File: src/rtl/fifo_chain_pkg.sv
package fifo_chain_pkg;
  function automatic int ring_next(input int idx, input int count);
    return (idx + 1) % count;
  endfunction

  function automatic int ring_prev(input int idx, input int count);
    return (idx + count - 1) % count;
  endfunction
endpackage

File: src/rtl/chain_token.sv
module chain_token (
  input  logic clk,
  input  logic rst,
  input  logic first_n,
  input  logic pass_in,
  input  logic advance,
  output logic own,
  output logic pass_out
);
  logic own_q;

  assign own = own_q | pass_in;

  always_ff @(posedge clk) begin
    if (rst) begin
      own_q    <= ~first_n;
      pass_out <= 1'b0;
    end else begin
      own_q    <= own & ~advance;
      pass_out <= advance;
    end
  end


  pass_pulse_chk: assert property (@(posedge clk) disable iff (rst)
    pass_out |=> !pass_out);


  pass_from_owner_chk: assert property (@(posedge clk) disable iff (rst)
    advance |-> own);
endmodule

File: src/rtl/chain_slice.sv
module chain_slice #(
  parameter int WIDTH      = 8,
  parameter int DEPTH      = 4,
  parameter int AE_OFFSET  = 1,
  parameter int AF_OFFSET  = 1,
  parameter bit CASCADE    = 1'b1
) (
  input  logic             clk,
  input  logic             rst,
  input  logic             first_n,
  input  logic             wr_en,
  input  logic [WIDTH-1:0] wr_data,
  input  logic             rd_en,
  input  logic             wx_in,
  input  logic             rx_in,
  output logic             wx_hf,
  output logic             rx_out,
  output logic             w_own,
  output logic             r_own,
  output logic             rd_fire,
  output logic [WIDTH-1:0] rd_q,
  output logic             empty_n,
  output logic             full_n,
  output logic             ae_n,
  output logic             af_n
);
  localparam int AW = (DEPTH > 1) ? $clog2(DEPTH) : 1;
  localparam int CW = $clog2(DEPTH + 1);
  localparam logic [AW-1:0] LAST_ADDR = AW'(DEPTH - 1);
  localparam logic [CW-1:0] FULL_CNT  = CW'(DEPTH);
  localparam logic [CW-1:0] AE_CNT    = CW'(AE_OFFSET);
  localparam logic [CW-1:0] AF_CNT    = CW'(DEPTH - AF_OFFSET);
  localparam logic [CW-1:0] HALF_CNT  = CW'(DEPTH / 2);

  logic [WIDTH-1:0] mem [DEPTH];
  logic [AW-1:0]    wptr, rptr;
  logic [CW-1:0]    cnt;
  logic             wr_fire, wx_out;
  logic             w_adv, r_adv;

  assign empty_n = (cnt != '0);
  assign full_n  = (cnt != FULL_CNT);
  assign ae_n    = (cnt > AE_CNT);
  assign af_n    = (cnt < AF_CNT);

  assign wr_fire = wr_en & w_own & full_n;
  assign rd_fire = rd_en & r_own & empty_n;
  assign w_adv   = wr_fire & (wptr == LAST_ADDR);
  assign r_adv   = rd_fire & (rptr == LAST_ADDR);

  chain_token u_wtok (
    .clk(clk), .rst(rst), .first_n(first_n), .pass_in(wx_in),
    .advance(w_adv), .own(w_own), .pass_out(wx_out)
  );

  chain_token u_rtok (
    .clk(clk), .rst(rst), .first_n(first_n), .pass_in(rx_in),
    .advance(r_adv), .own(r_own), .pass_out(rx_out)
  );

  generate
    if (CASCADE) begin : g_chain
      assign wx_hf = wx_out;
    end else begin : g_alone
      assign wx_hf = ~(cnt > HALF_CNT);
    end
  endgenerate

  always_ff @(posedge clk) begin
    if (wr_fire) mem[wptr] <= wr_data;
  end

  always_ff @(posedge clk) begin
    if (rst) begin
      rd_q <= '0;
    end else if (rd_fire) begin
      rd_q <= mem[rptr];
    end
  end

  always_ff @(posedge clk) begin
    if (rst) begin
      wptr <= '0;
      rptr <= '0;
      cnt  <= '0;
    end else begin
      if (wr_fire) wptr <= w_adv ? '0 : wptr + 1'b1;
      if (rd_fire) rptr <= r_adv ? '0 : rptr + 1'b1;
      case ({wr_fire, rd_fire})
        2'b10:   cnt <= cnt + 1'b1;
        2'b01:   cnt <= cnt - 1'b1;
        default: cnt <= cnt;
      endcase
    end
  end


  full_hold_chk: assert property (@(posedge clk) disable iff (rst)
    (!full_n && !rd_fire) |=> !full_n);


  empty_hold_chk: assert property (@(posedge clk) disable iff (rst)
    (!empty_n && !wr_fire) |=> !empty_n);


  rdq_stable_chk: assert property (@(posedge clk) disable iff (rst)
    !rd_fire |=> $stable(rd_q));
endmodule

File: src/rtl/fifo_chain_top.sv
module fifo_chain_top
  import fifo_chain_pkg::*;
#(
  parameter int WIDTH       = 8,
  parameter int DEPTH       = 4,
  parameter int SLICES      = 3,
  parameter int FIRST_SLICE = 0,
  parameter int AE_OFFSET   = 1,
  parameter int AF_OFFSET   = 1
) (
  input  logic              clk,
  input  logic              rst,
  input  logic              wr_en,
  input  logic [WIDTH-1:0]  wr_data,
  input  logic              rd_en,
  output logic [WIDTH-1:0]  rd_data,
  output logic              empty_n,
  output logic              full_n,
  output logic              almost_empty_n,
  output logic              almost_full_n,
  output logic [SLICES-1:0] w_token,
  output logic [SLICES-1:0] r_token
);
  logic [SLICES-1:0] wx, rx, fire, e_n, f_n, ae, af, sel_q;
  logic [WIDTH-1:0]  q [SLICES];
  logic [WIDTH-1:0]  mux;

  generate
    for (genvar i = 0; i < SLICES; i++) begin : g_slice
      localparam int PREV = ring_prev(i, SLICES);
      chain_slice #(
        .WIDTH(WIDTH), .DEPTH(DEPTH), .AE_OFFSET(AE_OFFSET),
        .AF_OFFSET(AF_OFFSET), .CASCADE(1'b1)
      ) u_slice (
        .clk(clk), .rst(rst),
        .first_n(i != FIRST_SLICE),
        .wr_en(wr_en), .wr_data(wr_data), .rd_en(rd_en),
        .wx_in(wx[PREV]), .rx_in(rx[PREV]),
        .wx_hf(wx[i]), .rx_out(rx[i]),
        .w_own(w_token[i]), .r_own(r_token[i]),
        .rd_fire(fire[i]), .rd_q(q[i]),
        .empty_n(e_n[i]), .full_n(f_n[i]), .ae_n(ae[i]), .af_n(af[i])
      );
    end
  endgenerate

  assign empty_n        = |e_n;
  assign full_n         = |f_n;
  assign almost_empty_n = |ae;
  assign almost_full_n  = |af;

  always_ff @(posedge clk) begin
    if (rst)        sel_q <= '0;
    else if (|fire) sel_q <= fire;
  end

  always_comb begin
    mux = '0;
    for (int i = 0; i < SLICES; i++) begin
      if (sel_q[i]) mux = mux | q[i];
    end
  end
  assign rd_data = mux;


  wtok_onehot_chk: assert property (@(posedge clk) disable iff (rst)
    $countones(w_token) == 1);


  rtok_onehot_chk: assert property (@(posedge clk) disable iff (rst)
    $countones(r_token) == 1);


  empty_read_chk: assert property (@(posedge clk) disable iff (rst)
    (!empty_n && rd_en) |=> $stable(rd_data));


  single_reader_chk: assert property (@(posedge clk) disable iff (rst)
    $onehot0(fire));
endmodule

File: config.mk
export PLATFORM = sky130hd
export DESIGN_NAME = fifo_chain_top
export DESIGN_NICKNAME = d
export VERILOG_FILES = /design/src/rtl/fifo_chain_pkg.sv /design/src/rtl/chain_token.sv /design/src/rtl/chain_slice.sv /design/src/rtl/fifo_chain_top.sv
export SDC_FILE = /design/constraint.sdc
export NUM_CORES = 1
export LEC_CHECK = 0
export BUFFER_PORTS_ARGS = -buffer_cell sky130_fd_sc_hd__buf_2
export CAP_MARGIN = 10
export CORE_MARGIN = 1.5
export CORE_UTILIZATION = 45
export DETAILED_ROUTE_END_ITERATION = 7
export PLACE_DENSITY = 0.72
export SLEW_MARGIN = 40
export SYNTH_ARGS = -nofsm -noshare
export SYNTH_HDL_FRONTEND = slang
export SYNTH_SLANG_ARGS = --single-unit
File: constraint.sdc
create_clock -name clk -period 2.6 [get_ports clk]
set_input_delay 0 -clock clk [delete_from_list [all_inputs] [get_ports clk]]
set_output_delay 0 -clock clk [all_outputs]
set_load 0.02 [all_outputs]
Word-level counts from Yosys, hierarchy flattened
Memories as Yosys holds them, arrays and structs flattened. A register that Yosys moved wholly into a read port is not among the register bits.
Cells that the tools add are included.
- bits in registers: 36
- latch bits: 0
- memory bits (writable): 96
- ROM bits: 0
- bits of input ports: 12
- logic and storage cells: 125
- memories kept: 3
- memory list (memory ; words ; width ; rd ports ; clocked after memory_dff ; write ports ; RTL line ; source):
    g_slice[0].u_slice.mem ; 4 ; 8 ; 1 ; 1 ; 1 ; chain_slice.sv:35 ; logic [WIDTH-1:0] mem [DEPTH];
    g_slice[1].u_slice.mem ; 4 ; 8 ; 1 ; 1 ; 1 ; chain_slice.sv:35 ;
    g_slice[2].u_slice.mem ; 4 ; 8 ; 1 ; 1 ; 1 ; chain_slice.sv:35 ;
- $add $sub $neg: 12
- $mul: 0
- div/mod/pow operators: 0
- order comparisons: 6
- eq/ne operators: 15
- shift-type cells: 0
- multiplexer cells: 18
- bitwise gates (word level): 38
- reduce and logical (&&, ||, !) cells: 11
- operators by type and width (operator ; count):
    1-bit bitwise AND ; 24
    8-bit two-way mux ; 3
    2-bit == test (second input constant) ; 9
    3-bit one-hot mux with 2 select lines ; 3
    8-bit OR ; 2
    3-bit OR reduction ; 5
    2-bit by 1-bit adder with 2-bit output (second input constant) ; 6
    2-bit two-way mux ; 6
    3-bit by 1-bit adder with 3-bit output (second input constant) ; 3
    3-bit by 1-bit greater-than comparator with 1-bit output (second input constant) ; 3
    3-bit by 2-bit < comparator with 1-bit output (second input constant) ; 3
    3-bit != test (second input constant) ; 3
    3-bit nonzero test ; 3
    3-bit by 1-bit subtractor with 3-bit output (second input constant) ; 3
    2-bit by 1-bit == test with 1-bit output (second input constant) ; 3
    1-bit two-way mux ; 6
    1-bit inverter ; 6
    1-bit OR ; 6
    2-bit nonzero test ; 3

Depth between registers and ports, before layout
Gate-level depths: netlist of run 1.
- depth after elaboration: 6
- depth in mapped cells: 9
- gate-level depth less buffers: 9

Cells and area by module
From an unflattened synthesis of run 1, not the netlist that was laid out.
- cells, all modules: 496
- area, all modules: 6587.6 µm²
- modules (own cells, without submodules) (module ; instances ; cells an instance ; area an instance (µm²)):
    chain_slice ; 3 ; 139 ; 1959.4
    chain_token ; 6 ; 7 ; 71.3
    fifo_chain_top ; 1 ; 37 ; 281.5

Worst setup path after synthesis of run 1
No wires, ideal clock.
- path kind: register -> register
- from: reg g_slice[1].u_slice.cnt[0]
- to: reg g_slice[1].u_slice.cnt[2]
- setup time: 0.070 ns
- arrival time: 1.887 ns
- data required time: 2.530 ns
- path slack: 0.642 ns
- cell stages (with the launch flop): 8
- buffers on the path: 0
- period minus slack after synthesis: 1.958 ns
- path through: dfxtp_1 inv_1 ha_1 a2bb2oi_1 nand2_1 ha_1 or3_1 a21oi_1
- word-level cells in the longest chain between the ends: 4
- elaborated cells between the ends (all ways): 10
- ends and longest elaborated chain (what ; RTL line ; source):
    start, declared ; chain_slice.sv:37 ; logic [CW-1:0] cnt;
    start signal, assigned ; chain_slice.sv:90 ; 2'b10: cnt <= cnt + 1'b1;
    start signal, assigned ; chain_slice.sv:91 ; 2'b01: cnt <= cnt - 1'b1;
    start signal, assigned ; chain_slice.sv:92 ; default: cnt <= cnt;
    3-bit != test or 3-bit nonzero test (tied branches) ; chain_slice.sv:42, chain_slice.sv:41 ;
    1-bit bitwise AND, on equally long branches ; chain_slice.sv:46, chain_slice.sv:47 ;
    2-bit by 1-bit == test with 1-bit output or 2-bit == test (tied branches) ; chain_slice.sv:89 ; case ({wr_fire, rd_fire})
    3-bit one-hot mux with 2 select lines or 2-bit nonzero test (tied branches) ; -- ;
Several ways; a longest one is shown, not always the timed one.
A chain may end at the register's enable or synchronous reset.

Worst setup path after layout of run 1
- from: reg g_slice[1].u_slice.u_rtok.pass_out
- to: reg g_slice[2].u_slice.cnt[2]
- word-level cells in the longest chain between the ends: 5
- elaborated cells between the ends (all ways): 7
- ends and longest elaborated chain (what ; RTL line ; source):
    start, declared ; chain_token.sv:8 ; output logic pass_out
    start signal, assigned ; chain_token.sv:20 ; pass_out <= advance;
    1-bit OR * ; chain_token.sv:12 ; assign own = own_q | pass_in;
    1-bit bitwise AND * (2 in a row) ; chain_slice.sv:47 ; assign rd_fire = rd_en & r_own & empty_n;
    via g_slice[2].u_slice.rd_fire ; chain_slice.sv:20 ; output logic rd_fire,
    2-bit by 1-bit == test with 1-bit output or 2-bit == test (tied branches) ; chain_slice.sv:89 ;
    3-bit one-hot mux with 2 select lines or 2-bit nonzero test (tied branches) ; -- ;
    end signal, assigned ; chain_slice.sv:90 ;
    end signal, assigned ; chain_slice.sv:91 ;
    end signal, assigned ; chain_slice.sv:92 ;
    end, declared ; chain_slice.sv:37 ;
The timed path passes the listed nets; every way through them passes the cells marked *.

==> out/qor.log, run 1 <==
INFO  outcome        run_status=finished clean
INFO  hold_path      hold_end=g_slice[0].u_slice.u_wtok.pass_out$_SDFF_PP0_
INFO  synthesis      share_of_flip_flops_with_an_asynchronous_set_or_reset=0%
INFO  setup_path     crit_path_end_kind=flip-flop
INFO  placement      port_buffers=29
INFO  cells_and_area area_growth_syn_to_layout=12.6%
INFO  power_and_ir_drop total_power_divided_by_cell_area=789nW/µm²
INFO  setup_path     critPathRequiredTime=2960ps
INFO  cts            tritoncts.num_buffers=17
INFO  detailed_routing route.vias.total=4300
INFO  sta            finalHoldViolations=0
INFO  setup_path     crit_path_max_incr_delay=410ps
INFO  global_route   globalRouteTotalUtil=19.5%
INFO  cells_and_area layout.cells.most_common_list=96 x sky130_fd_sc_hd__edfxtp_1, 60 x sky130_fd_sc_hd__dfxtp_1, 42 x sky130_fd_sc_hd__a21oi_1
INFO  floorplanning  num_io_pins=30
INFO  cells_and_area drive_above_1_share=18.8%
INFO  global_route   pin_count_of_the_biggest_net_entering_global_routing=49
INFO  cells_and_area seq_area=4080µm²
INFO  detailed_routing dr.max_layer_used=met4
INFO  placement      routabilityCongestion=0.909
INFO  cells_and_area layout.cells.most_common=sky130_fd_sc_hd__edfxtp_1
INFO  detailed_routing detailedRoute.firstPassIterationCount=5
INFO  synthesis      number_of_enable_flip_flop_cells_after_synthesis=96
INFO  sta            drv_slew=0
INFO  floorplanning  initial_core_util=46.2%
INFO  cts            clock_sink_count=156
INFO  detailed_routing drt_iter0_drc=463
INFO  hold_path      min_path_cells=2
INFO  power_and_ir_drop share_clk_of_total_power=40.0%
INFO  cts            clkTransAtPathRegs=60ps
INFO  global_route   antenna_violations_before_repair=0
INFO  setup_path     timing.rr.start=g_slice[1].u_slice.u_rtok.pass_out$_SDFF_PP0_
INFO  setup_path     critical_path_slowest_stage_cell=sky130_fd_sc_hd__nor2_2
INFO  cells_and_area diodes=0
INFO  cells_and_area finish.net_count=560
INFO  synthesis      yosysSeqAreaShare=60.6%
INFO  sta            number_of_setup_violations_in_the_final_report=0
INFO  detailed_routing met1_length=6.26mm
INFO  placement      dp_hpwl=9.57mm
INFO  global_route   grt_pass1_vias=4222
INFO  detailed_routing residual_drc_count=0
INFO  power_and_ir_drop leakagePower=2.71nW
INFO  power_and_ir_drop power.combinational.fraction=12.3%
INFO  setup_path     timing.reg2reg.setup_slack=280ps
INFO  power_and_ir_drop netsw=0.00155W
INFO  placement      numPlacedInstances=675
INFO  synthesis      yosys_most_used_dff=sky130_fd_sc_hd__edfxtp_1
INFO  floorplanning  core=14600µm²
INFO  detailed_routing vias_per_cell=6.01
INFO  hold_path      min_from=rst
INFO  synthesis      post_synth.cell_area_avg=13.4µm²
INFO  detailed_routing met3WireLength=850µm
INFO  hold_path      holdCritPathClass=input port to flip-flop
INFO  sta            slew_headroom=49.8%
INFO  setup_path     crit_top_cell=sky130_fd_sc_hd__inv_1
INFO  sta            rsz_0062_raised_after_global_routing=false
INFO  sta            fin_setup_tns=0ps
INFO  floorplanning  die_y=125µm
INFO  sta            final.period_utilization=89.4%
INFO  setup_path     arrival=2690ps
INFO  power_and_ir_drop vdd_drop_max=511µV
INFO  setup_path     r2r_end=g_slice[2].u_slice.cnt[2]$_SDFFE_PP0P_
INFO  power_and_ir_drop cellInternalPower=0.00443W
INFO  cts            insertion_delay=430ps
INFO  floorplanning  num_rows=44
INFO  power_and_ir_drop p_total=0.00598W
INFO  setup_path     critPathLaunchType=flip-flop
INFO  floorplanning  fp.dieArea=15700µm²
INFO  setup_path     reg2reg_depth=7
INFO  synthesis      ys_types=42
INFO  synthesis      synth.net_count=543
INFO  detailed_routing routed_wl=14.6mm
INFO  synthesis      ys.warnings.count=0
INFO  setup_path     crit_path_cell_trace=nor2_2 > inv_1 > nand3_1 > inv_1 > ha_1 > or3_1 > a21oi_1
INFO  sta            max_freq=430MHz
INFO  cells_and_area finalCoreUtilization=52.0%
INFO  detailed_routing avgRoutedWirePerCell=20.4µm
INFO  run            maxCapViolations=0
INFO  cells_and_area multi_input_area=2300µm²
INFO  cts            cts.root.buffer_cell=sky130_fd_sc_hd__clkbuf_16
INFO  setup_path     crit_type=flip-flop to flip-flop
INFO  detailed_routing antenna_violating_nets_post_route=0
INFO  cts            cts-root-to-sink-buffers=2
INFO  sta            pin_slew_with_the_least_headroom_to_its_limit=751ps
INFO  cts            tritoncts_clock_tree=done
INFO  power_and_ir_drop switching_share=26.0%
INFO  sta            clock_skew=6.55ps
INFO  sta            finalWorstPathRequiredPeriod=2320ps
INFO  cts            h-tree-depth=4
INFO  global_route   global_route_wire_length_before_repair=23.5mm
INFO  setup_path     crit_fanout=12
INFO  cts            post-cts-setup-buffer-count=0
INFO  cells_and_area final.fill_count=1162
INFO  synthesis      postSynthRegisterBits=156
INFO  global_route   globalRouteOverflowTotal=0
INFO  cells_and_area finish.cell_count_without_fillers=715
INFO  power_and_ir_drop p_seq_share=47.7%
INFO  floorplanning  chipWidth=125µm
INFO  synthesis      synth.cell_area=6730µm²
INFO  detailed_routing met2_length=7.24mm
INFO  synthesis      synthCells=501
-- cell families after synthesis --
family / after synthesis / synth area share, %
and+or+nand+nor: 98 / 8.44
DFF: 156 / 60.6
buffers and inverters: 77 / 5.33
adders and majority gates: 30 / 5.57
AOI/OAI and AO/OA: 107 / 10.6
xor gates and xnor gates: 6 / 0.780
muxes: 27 / 8.64
-- area by class of cell --
cell class | count | share of cell area [%]
Tap cell | 184 | 3.04
Clock inverter | 15 | 1.96
Clock buffer | 17 | 5.61
Multi-Input combinational cell | 268 | 30.3
Timing Repair Buffer | 44 | 3.70
Sequential cell | 156 | 53.9
Inverter | 31 | 1.57
-- synthesized netlist by cell type, types with 2 or more instances --
master	n	share of area, %
sky130_fd_sc_hd__inv_1	30	1.7
sky130_fd_sc_hd__mux4_2	21	7.0
sky130_fd_sc_hd__clkbuf_2	3	0.22
sky130_fd_sc_hd__or2_2	2	0.19
sky130_fd_sc_hd__o2bb2ai_1	3	0.39
sky130_fd_sc_hd__ha_1	30	5.6
sky130_fd_sc_hd__dfxtp_1	60	18
sky130_fd_sc_hd__nand3_1	7	0.52
sky130_fd_sc_hd__a211oi_1	5	0.56
sky130_fd_sc_hd__and3_2	4	0.45
sky130_fd_sc_hd__a2bb2oi_1	2	0.26
sky130_fd_sc_hd__nand2b_1	5	0.46
sky130_fd_sc_hd__mux2i_1	3	0.45
sky130_fd_sc_hd__and3_1	8	0.74
sky130_fd_sc_hd__or4_1	3	0.33
sky130_fd_sc_hd__edfxtp_1	96	43
sky130_fd_sc_hd__a222oi_1	8	1.2
sky130_fd_sc_hd__and2b_1	2	0.22
sky130_fd_sc_hd__buf_6	4	0.67
sky130_fd_sc_hd__o21ai_0	9	0.67
sky130_fd_sc_hd__nor3_1	3	0.22
sky130_fd_sc_hd__o31ai_1	30	3.3
sky130_fd_sc_hd__xor2_1	6	0.78
sky130_fd_sc_hd__mux4_1	3	1.2
sky130_fd_sc_hd__nand2_1	4	0.22
sky130_fd_sc_hd__nor3b_1	3	0.33
sky130_fd_sc_hd__clkbuf_1	24	1.3
sky130_fd_sc_hd__buf_2	9	0.67
sky130_fd_sc_hd__nand4_1	31	2.9
sky130_fd_sc_hd__buf_4	6	0.67
sky130_fd_sc_hd__nor2b_1	3	0.28
sky130_fd_sc_hd__nor2_1	18	1.0
sky130_fd_sc_hd__a21oi_1	42	3.1
sky130_fd_sc_hd__or3_1	4	0.37
sky130_fd_sc_hd__o32ai_1	3	0.39
-- worst max-delay path: cells and delay by family (launching register included) --
family / cells / cell delay (ps)
AND/OR/NAND/NOR: 3 / 1010
buffers and inverters: 2 / 450
adder cells (fa/ha/maj): 1 / 360
flip-flops: 1 / 310
AO/OA/AOI/OAI: 1 / 130
-- stage by stage --
stage,instance area (µm²),hold slack [ps],worst slack (ps)
after global placement,6920,365,157
after floorplan,6730,98.9,642
after detailed placement,6920,386,68.1
final,7580,28.9,275
after global routing,7580,48.4,130
after CTS,7580,33.2,31.0
-- flip-flops by register name, indices dropped and copies added, names as in the netlist --
register,count
sel_q,3
g_slice.u_slice.rptr,6
g_slice.u_slice.wptr,6
g_slice.u_slice.u_rtok.own_q,3
g_slice.u_slice.u_wtok.own_q,3
g_slice.u_slice.mem,96
g_slice.u_slice.u_wtok.pass_out,3
g_slice.u_slice.cnt,9
g_slice.u_slice.u_rtok.pass_out,3
g_slice.u_slice.rd_q,24
-- power groups by stage --
stage	registers [W]	logic, W	clock network [W]
global placement	0.00289	0.000683	0
CTS	0.00285	0.000728	0.00243
global route	0.00287	0.000792	0.00254
detailed placement	0.00290	0.000712	0
finish	0.00286	0.000738	0.00239
floorplan	0.00282	0.000596	0
-- layer usage --
layer	global-route usage, %	vias to the layer above
li1	-	1958
met1	26.2	2145
met2	31.4	173
met3	4.75	24
met4	6.62	0
met5	0	-
-- timing repair --
| action | CTS | global route |
|---|---|---|
| hold buffers | 8 | 0 |
| endpoints found under the hold margin | 96 | 0 |
| setup endpoints to repair | 0 | 1 |
| gates resized for setup | 0 | 1 |
-- how the worst max path moves through the flow --
| stage | depth (start not counted) | from | to | slack [ps] |
|---|---|---|---|---|
| 2_1_floorplan | 7 | g_slice[1].u_slice.cnt[0]$_SDFFE_PP0P_ | g_slice[1].u_slice.cnt[2]$_SDFFE_PP0P_ | 640 |
| 3_3_place_gp | 7 | g_slice[1].u_slice.u_rtok.pass_out$_SDFF_PP0_ | g_slice[2].u_slice.cnt[2]$_SDFFE_PP0P_ | 160 |
| 3_5_place_dp | 7 | g_slice[1].u_slice.u_rtok.pass_out$_SDFF_PP0_ | g_slice[2].u_slice.cnt[2]$_SDFFE_PP0P_ | 70 |
| 4_1_cts | 7 | g_slice[1].u_slice.u_rtok.pass_out$_SDFF_PP0_ | g_slice[2].u_slice.cnt[2]$_SDFFE_PP0P_ | 30 |
| 5_1_grt | 7 | g_slice[2].u_slice.cnt[0]$_SDFFE_PP0P_ | g_slice[2].u_slice.cnt[2]$_SDFFE_PP0P_ | 130 |
| 6_report | 7 | g_slice[1].u_slice.u_rtok.pass_out$_SDFF_PP0_ | g_slice[2].u_slice.cnt[2]$_SDFFE_PP0P_ | 280 |
(Power assumes the default switching activity.)
==> run 2, diff against run 1 <==
--- a/config.mk
+++ b/config.mk
@@ -14,4 +14,5 @@
 export SLEW_MARGIN = 40
 export SYNTH_ARGS = -nofsm -noshare
 export SYNTH_HDL_FRONTEND = slang
+export SYNTH_HIERARCHICAL = 1
 export SYNTH_SLANG_ARGS = --single-unit
==> out/qor.log, run 2 <==
INFO  outcome        run_status=finished clean
INFO  cts            tritoncts_clock_tree=done
INFO  floorplanning  num_rows=44 [unchanged]
INFO  global_route   global_route_wire_length_before_repair=20.8mm [-12%]
INFO  sta            finalHoldViolations=0 [unchanged]
INFO  setup_path     crit_path_end_kind=primary output
INFO  detailed_routing detailedRoute.firstPassIterationCount=6 [+1]
INFO  cts            clock_sink_count=156 [unchanged]
INFO  placement      dp_hpwl=9.32mm [-2.6%]
INFO  power_and_ir_drop p_total=0.00589W [-1.6%]
INFO  detailed_routing residual_drc_count=0 [unchanged]
INFO  cts            cts-root-to-sink-buffers=2 [unchanged]
INFO  cells_and_area top_register=g_slice.u_slice/mem
INFO  hold_path      min_path_cells=2 [unchanged]
INFO  setup_path     crit_path_cell_trace=inv_1 > ha_1 > nor2b_2 > inv_1 > or3_1 > buf_2
INFO  setup_path     reg2reg_depth=8 [+1]
INFO  hold_path      hold_end=g_slice[0].u_slice/u_rtok/pass_out$_SDFF_PP0_
INFO  sta            slew_headroom=51.0% [+1.1 points]
INFO  cells_and_area largest_reg_flops=96 [unchanged]
INFO  global_route   globalRouteOverflowTotal=0 [unchanged]
INFO  synthesis      synthCells=496 [-1.0%]
INFO  synthesis      share_of_flip_flops_with_an_asynchronous_set_or_reset=0% [unchanged]
INFO  cells_and_area finalCoreUtilization=52.4% [+0.41 points]
INFO  sta            layout_setup_ws=236ps [-39.1 ps]
INFO  setup_path     critPathLaunchType=flip-flop
INFO  synthesis      post-synth-top-count-cell=sky130_fd_sc_hd__edfxtp_1
INFO  setup_path     crit_top_cell=sky130_fd_sc_hd__inv_1
INFO  floorplanning  chipWidth=124µm [-1.1%]
INFO  synthesis      ys_top_cells_by_count=96 x sky130_fd_sc_hd__edfxtp_1, 60 x sky130_fd_sc_hd__dfxtp_1, 45 x sky130_fd_sc_hd__a21oi_1
INFO  synthesis      synth_largest_type_area_fraction=43.8% [+0.95 points]
INFO  setup_path     worst-path-buf-inv=3 [+1]
INFO  setup_path     kind_of_cell_adding_the_most_delay_to_the_critical_path=simple AND/OR/NAND/NOR gates
INFO  synthesis      synth.cell_area=6590µm² [-2.2%]
INFO  power_and_ir_drop total_power_divided_by_cell_area=779nW/µm² [-1.3%]
INFO  setup_path     critPathRequiredTime=2600ps [-360 ps]
INFO  synthesis      ys_types=31 [-26%]
INFO  setup_path     crit_fanout=13 [+1]
INFO  detailed_routing routed_wl=13.3mm [-8.8%]
INFO  sta            max_freq=423MHz [-1.7%]
INFO  cts            h-tree-depth=4 [unchanged]
INFO  floorplanning  fp.dieArea=15400µm² [-2.1%]
INFO  synthesis      leading_post_synthesis_cells_by_cell_area=sky130_fd_sc_hd__edfxtp_1 44%, sky130_fd_sc_hd__dfxtp_1 18%, sky130_fd_sc_hd__mux4_2 8.2%
INFO  floorplanning  core=14400µm² [-1.1%]
INFO  cts            clkTransAtPathRegs=60ps [about the same]
INFO  synthesis      yosysSeqAreaShare=62.0% [+1.3 points]
INFO  setup_path     timing.reg2reg.setup_slack=370ps [+90 ps]
INFO  global_route   antenna_violations_before_repair=0 [unchanged]
INFO  hold_path      holdCritPathClass=input port to flip-flop
INFO  cells_and_area area_growth_syn_to_layout=14.7%
INFO  synthesis      number_of_enable_flip_flop_cells_after_synthesis=96 [unchanged]
INFO  synthesis      post_synth.cell_area_avg=13.3µm² [-1.2%]
INFO  run            maxCapViolations=0 [unchanged]
INFO  global_route   grt_pass1_vias=3875 [-8.2%]
INFO  sta            finalWorstPathRequiredPeriod=2360ps [+39.1 ps]
INFO  floorplanning  die_y=124µm [-1.1%]
INFO  power_and_ir_drop vdd_drop_max=482µV [-5.7%]
INFO  detailed_routing vias_per_cell=5.48 [-8.9%]
INFO  cells_and_area finish.net_count=577 [+3.0%]
INFO  global_route   pin_count_of_the_biggest_net_entering_global_routing=41 [-16%]
INFO  detailed_routing drt_iter0_drc=519 [+12%]
INFO  placement      port_buffers=29 [unchanged]
INFO  placement      post-place-ws=201ps [+133 ps]
INFO  sta            drv_slew=0 [unchanged]
INFO  synthesis      yosys_most_used_dff=sky130_fd_sc_hd__edfxtp_1
INFO  cts            post-cts-setup-buffer-count=0 [unchanged]
INFO  sta            rsz_0062_raised_after_global_routing=false
INFO  cells_and_area drive_above_1_share=17.2% [-1.7 points]
INFO  global_route   globalRouteTotalUtil=18.8% [-0.78 points]
INFO  cells_and_area diodes=0 [unchanged]
INFO  setup_path     r2r_end=g_slice[1].u_slice/cnt[2]$_SDFFE_PP0P_
INFO  floorplanning  initial_core_util=45.7% [-0.49 points]
INFO  power_and_ir_drop leakagePower=2.74nW [+0.87%]
INFO  synthesis      ys.warnings.count=6 [+6]
INFO  detailed_routing avgRoutedWirePerCell=18.2µm [-11%]
INFO  cells_and_area layout.cells.most_common_list=96 x sky130_fd_sc_hd__edfxtp_1, 60 x sky130_fd_sc_hd__dfxtp_1, 45 x sky130_fd_sc_hd__a21oi_1
INFO  cells_and_area largestRegisters=g_slice.u_slice/mem: 96 flops, g_slice.u_slice/rd_q: 24 flops, g_slice.u_slice/cnt: 9 flops
INFO  synthesis      yosysTopAreaCell=sky130_fd_sc_hd__edfxtp_1
INFO  sta            pin_slew_with_the_least_headroom_to_its_limit=735ps [-15.6 ps]
INFO  synthesis      postSynthRegisterBits=156 [unchanged]
INFO  placement      routabilityCongestion=0.876 [-3.6%]
INFO  detailed_routing antenna_violating_nets_post_route=0 [unchanged]
INFO  cts            insertion_delay=420ps [about the same]
INFO  setup_path     crit_type=flip-flop to primary output
INFO  setup_path     crit_path_max_incr_delay=450ps [+40 ps]
INFO  setup_path     arrival=2360ps [-330 ps]
INFO  setup_path     critical_path_slowest_stage_cell=sky130_fd_sc_hd__or3_1
INFO  sta            fin_setup_tns=0ps [unchanged]
INFO  cts            tritoncts.num_buffers=17 [unchanged]
INFO  setup_path     timing.rr.start=g_slice[1].u_slice/cnt[0]$_SDFFE_PP0P_
INFO  cts            cts.root.buffer_cell=sky130_fd_sc_hd__clkbuf_16
INFO  hold_path      min_from=rst
INFO  cells_and_area layout.cells.most_common=sky130_fd_sc_hd__edfxtp_1
INFO  detailed_routing route.vias.total=4009 [-6.8%]
INFO  floorplanning  num_io_pins=30 [unchanged]
INFO  sta            number_of_setup_violations_in_the_final_report=0 [unchanged]
INFO  sta            clock_skew=6.14ps [-0.404 ps]
INFO  sta            final.period_utilization=90.9% [+1.5 points]
[run 2: power breakdown]
part / leakage, nW / total (W) / internal (W) / switching (W)
logic: 1.10 / 0.000574 / 0.000219 / 0.000355
registers: 1.36 / 0.00280 / 0.00271 / 0.0000817
clock network: 0.282 / 0.00252 / 0.00160 / 0.000924
[run 2: area by class of cell]
class | count | area [µm²]
clock buffers | 20 | 437
clock inverters | 12 | 169
fillers | 1192 | 6870
inverters | 38 | 143
multi-input cells | 282 | 2240
flip-flops and latches | 156 | 4080
well taps | 184 | 230
repair buffers | 40 | 250
[run 2: worst max path at each step]
stage	depth (start not counted)	slack, ps	endpoint	start
after floorplan	8	620	g_slice[0].u_slice/cnt[2]$_SDFFE_PP0P_	g_slice[0].u_slice/cnt[0]$_SDFFE_PP0P_
after global placement	7	280	g_slice[2].u_slice/cnt[2]$_SDFFE_PP0P_	g_slice[2].u_slice/cnt[0]$_SDFFE_PP0P_
after detailed placement	7	200	g_slice[2].u_slice/cnt[2]$_SDFFE_PP0P_	g_slice[2].u_slice/cnt[0]$_SDFFE_PP0P_
after CTS	6	210	empty_n	g_slice[1].u_slice/cnt[1]$_SDFFE_PP0P_
after global routing	6	80	empty_n	g_slice[0].u_slice/cnt[0]$_SDFFE_PP0P_
final	6	240	empty_n	g_slice[1].u_slice/cnt[1]$_SDFFE_PP0P_
[run 2: cells by family after synthesis]
logic type | Yosys count | synth area share [%]
flip-flops | 156 | 62.0
AND/OR/NAND/NOR | 109 | 9.38
AO/OA/AOI/OAI | 104 | 9.08
buffers and inverters | 62 | 4.27
adder cells (fa/ha/maj) | 30 | 5.70
multiplexers | 27 | 8.66
XOR/XNOR | 6 | 0.798
other | 2 | 0.114
[run 2: metal layers]
layer	part of all wire, %	track usage (%)	vias up
met4	2.3	7.10	0
met5	0	0	-
met1	44	25.0	1961
li1	-	-	1902
met3	5.0	4.67	23
met2	48	29.8	123
[run 2: what timing repair did]
action,4_1_cts,5_1_grt
hold endpoints to repair,99,0
gates resized for setup,3,0
endpoints found under the setup margin,1,0
hold buffers,9,0
[run 2: metrics by stage]
step                hold slack [ps]  instance area (µm²)  instances
CTS                             118                 7560        732
global placement                333                 6850        691
global route                    160                 7560        732
floorplan                      69.1                 6600        500
finish                          145                 7560        732
detailed placement              349                 6850        691
==> run 3, diff against run 2 <==
==> constraint.sdc (replaced) <==
create_clock -name clk -period 2.77 [get_ports clk]
set_input_delay 0 -clock clk [delete_from_list [all_inputs] [get_ports clk]]
set_output_delay 0 -clock clk [all_outputs]
set_load 0.02 [all_outputs]
==> out/qor.log, run 3 (synthesis gave the netlist of run 2 again) <==
INFO  detailed_routing avgRoutedWirePerCell=18.3µm [+0.94%]
INFO  power_and_ir_drop netsw=0.00130W [-4.6%]
INFO  detailed_routing route.vias.total=4048 [+0.97%]
INFO  sta            clock_skew=9.79ps [+3.65 ps]
INFO  cells_and_area multi_input_area=2240µm² [-0.22%]
INFO  global_route   grt_pass1_vias=3882 [+0.18%]
INFO  global_route   globalRouteMet3Util=4.12% [-0.55 points]
INFO  sta            pin_slew_with_the_least_headroom_to_its_limit=669ps [-65.8 ps]
INFO  setup_path     crit_path_max_incr_delay=430ps [-20 ps]
INFO  sta            final.period_utilization=85.4%
INFO  cts            h-tree-depth=4 [unchanged]
INFO  floorplanning  initial_core_util=45.7% [unchanged]
INFO  global_route   pin_count_of_the_biggest_net_entering_global_routing=48 [+17%]
INFO  power_and_ir_drop total_power_divided_by_cell_area=724nW/µm² [-7.1%]
INFO  global_route   globalRouteOverflowTotal=0 [unchanged]
INFO  cells_and_area post-route-cell-area=7540µm² [-0.23%]
INFO  cts            tritoncts_clock_tree=done
INFO  setup_path     crit_type=flip-flop to primary output
INFO  setup_path     crit_fanout=13 [unchanged]
INFO  placement      dp_hpwl=9.10mm [-2.4%]
INFO  power_and_ir_drop cellInternalPower=0.00416W [-8.1%]
INFO  sta            max_freq=423MHz
INFO  global_route   global_route.usage.met1=25.9% [+0.89 points]
INFO  cts            clkTransAtPathRegs=60ps [about the same]
INFO  power_and_ir_drop switching_share=23.8% [+0.66 points]
INFO  cells_and_area largestRegisters=g_slice.u_slice/mem: 96 flops, g_slice.u_slice/rd_q: 24 flops, g_slice.u_slice/cnt: 9 flops
INFO  cts            insertion_delay=430ps [about the same]
INFO  power_and_ir_drop vdd_drop_max=497µV [+3.2%]
INFO  cells_and_area final.fill_count=1204 [+1.0%]
INFO  setup_path     worst-path-buf-inv=3 [unchanged]
INFO  hold_path      holdCritPathClass=input port to flip-flop
INFO  power_and_ir_drop share_clk_of_total_power=41.8% [-1.0 points]
INFO  power_and_ir_drop leakagePower=2.74nW [about the same]
INFO  cells_and_area layout.cells.most_common_list=96 x sky130_fd_sc_hd__edfxtp_1, 60 x sky130_fd_sc_hd__dfxtp_1, 45 x sky130_fd_sc_hd__a21oi_1
INFO  sta            finalHoldViolations=0 [unchanged]
INFO  setup_path     crit_top_cell=sky130_fd_sc_hd__inv_1
INFO  setup_path     critPathRequiredTime=2770ps [+170 ps]
INFO  global_route   antenna_violations_before_repair=0 [unchanged]
INFO  sta            slew_headroom=55.3% [+4.3 points]
INFO  detailed_routing routed_wl=13.4mm [+1.1%]
INFO  outcome        run_status=finished clean
INFO  global_route   grt.met2_usage=29.6% [-0.24 points]
INFO  detailed_routing residual_drc_count=0 [unchanged]
INFO  cells_and_area largest_reg_flops=96 [unchanged]
INFO  setup_path     critical_path_slowest_stage_cell=sky130_fd_sc_hd__or3_1
INFO  setup_path     crit_path_end_kind=primary output
INFO  setup_path     critPathLaunchType=flip-flop
INFO  power_and_ir_drop p_total=0.00546W [-7.3%]
INFO  placement      port_buffers=29 [unchanged]
INFO  power_and_ir_drop power.combinational.fraction=10.1% [+0.4 points]
INFO  power_and_ir_drop p_seq_share=48.0% [+0.5 points]
INFO  setup_path     crit_path_cell_trace=inv_1 > ha_1 > nor2b_2 > inv_1 > or3_1 > buf_2
INFO  floorplanning  core=14400µm² [unchanged]
INFO  sta            drv_slew=0 [unchanged]
INFO  cells_and_area area_growth_syn_to_layout=14.5%
INFO  placement      placed_cell_area=6860µm² [+0.11%]
INFO  detailed_routing drt_iter0_drc=545 [+5.0%]
INFO  cells_and_area seq_area=4080µm² [unchanged]
INFO  floorplanning  fp.dieArea=15400µm² [unchanged]
INFO  detailed_routing detailedRoute.firstPassIterationCount=6 [unchanged]
INFO  floorplanning  die_y=124µm [unchanged]
INFO  cts            cts.root.buffer_cell=sky130_fd_sc_hd__clkbuf_16
INFO  global_route   globalRouteTotalUtil=19.0% [+0.27 points]
INFO  detailed_routing antenna_violating_nets_post_route=0 [unchanged]
INFO  cells_and_area drive_above_1_share=17.1% [-0.031 points]
INFO  cells_and_area finish.net_count=578 [+0.17%]
INFO  floorplanning  chipWidth=124µm [unchanged]
INFO  run            maxCapViolations=0 [unchanged]
INFO  cells_and_area diodes=0 [unchanged]
INFO  cts            clock_sink_count=156 [unchanged]
INFO  sta            finalWorstPathRequiredPeriod=2370ps
INFO  global_route   grt_busiest_layer=met2
INFO  cts            tritoncts.num_buffers=17 [unchanged]
INFO  cells_and_area top_register=g_slice.u_slice/mem
INFO  cts            cts-root-to-sink-buffers=2 [unchanged]
INFO  floorplanning  num_rows=44 [unchanged]
INFO  sta            rsz_0062_raised_after_global_routing=false
INFO  floorplanning  num_io_pins=30 [unchanged]
INFO  global_route   global_route_wire_length_before_repair=21.2mm [+2.2%]
INFO  cells_and_area layout.cells.most_common=sky130_fd_sc_hd__edfxtp_1
INFO  sta            number_of_setup_violations_in_the_final_report=0 [unchanged]
INFO  setup_path     arrival=2370ps [about the same]
INFO  sta            fin_setup_tns=0ps [unchanged]
INFO  setup_path     kind_of_cell_adding_the_most_delay_to_the_critical_path=simple AND/OR/NAND/NOR gates
INFO  detailed_routing vias_per_cell=5.52 [+0.84%]
INFO  placement      routabilityCongestion=0.831 [-5.1%]
INFO  sta            fin_worst_hold_slack=27.3ps [-118 ps]
-- run 3: changes by cell type in the layout (fill, tap and decap cells not counted), sizes merged --
| cell | previous run | this run |
|---|---|---|
| clkinv | 3 | 8 |
| inv | 39 | 38 |
| bufinv | 4 | 3 |
| clkinvlp | 4 | 2 |
| clkbuf | 20 | 19 |
| buf | 31 | 32 |
-- run 3: cell type report --
type                    instances  share of cell area [%]
multi-input cells             282                    29.7
clock buffers                  19                    5.74
flip-flops and latches        156                    54.2
inverters                      38                    1.89
clock inverters                13                    1.99
well taps                     184                    3.05
repair buffers                 41                    3.45
-- run 3: repair_timing --
item | CTS | global route
hold endpoints to repair | 99 | 0
buffers inserted | 0 | 0
endpoints found under the setup margin | 0 | 1
hold buffers | 9 | 0
resized for setup | 0 | 1
-- run 3: final timing paths --
check	from	depth (start not counted)	end	slack, ps
worst max-delay path	g_slice[0].u_slice/cnt[1]$_SDFFE_PP0P_	6	empty_n	400
worst min-delay path	rst	2	g_slice[0].u_slice/cnt[0]$_SDFFE_PP0P_	30
worst max register to register	g_slice[1].u_slice/cnt[0]$_SDFFE_PP0P_	8	g_slice[1].u_slice/cnt[2]$_SDFFE_PP0P_	560
worst min register to register	g_slice[0].u_slice/rd_q[3]$_SDFFE_PP0P_	2	g_slice[0].u_slice/rd_q[3]$_SDFFE_PP0P_	480
-- run 3: power by group through the flow --
| stage | clock (W) | sequential (W) | combinational (W) |
|---|---|---|---|
| global route | 0.00242 | 0.00264 | 0.000617 |
| CTS | 0.00232 | 0.00262 | 0.000553 |
| floorplan | 0 | 0.00263 | 0.000417 |
| global placement | 0 | 0.00266 | 0.000518 |
| detailed placement | 0 | 0.00267 | 0.000537 |
| finish | 0.00228 | 0.00262 | 0.000553 |
-- run 3: metal layers --
| layer | wire (µm) | share of wire (%) | vias to the layer above |
|---|---|---|---|
| met5 | 0 | 0 | - |
| met4 | 285 | 2.1 | 0 |
| met3 | 628 | 4.7 | 21 |
| met2 | 6490 | 48 | 132 |
| met1 | 6040 | 45 | 1992 |
| li1 | - | - | 1903 |
-- run 3: per-stage QoR --
stage | std cells | worst slack, ps | util [%]
floorplan | 500 | 788 | -
global placement | 692 | 518 | 47.6
detailed placement | 692 | 409 | 47.6
CTS | 733 | 108 | 52.2
global route | 733 | 226 | 52.3
finish | 733 | 405 | 52.3
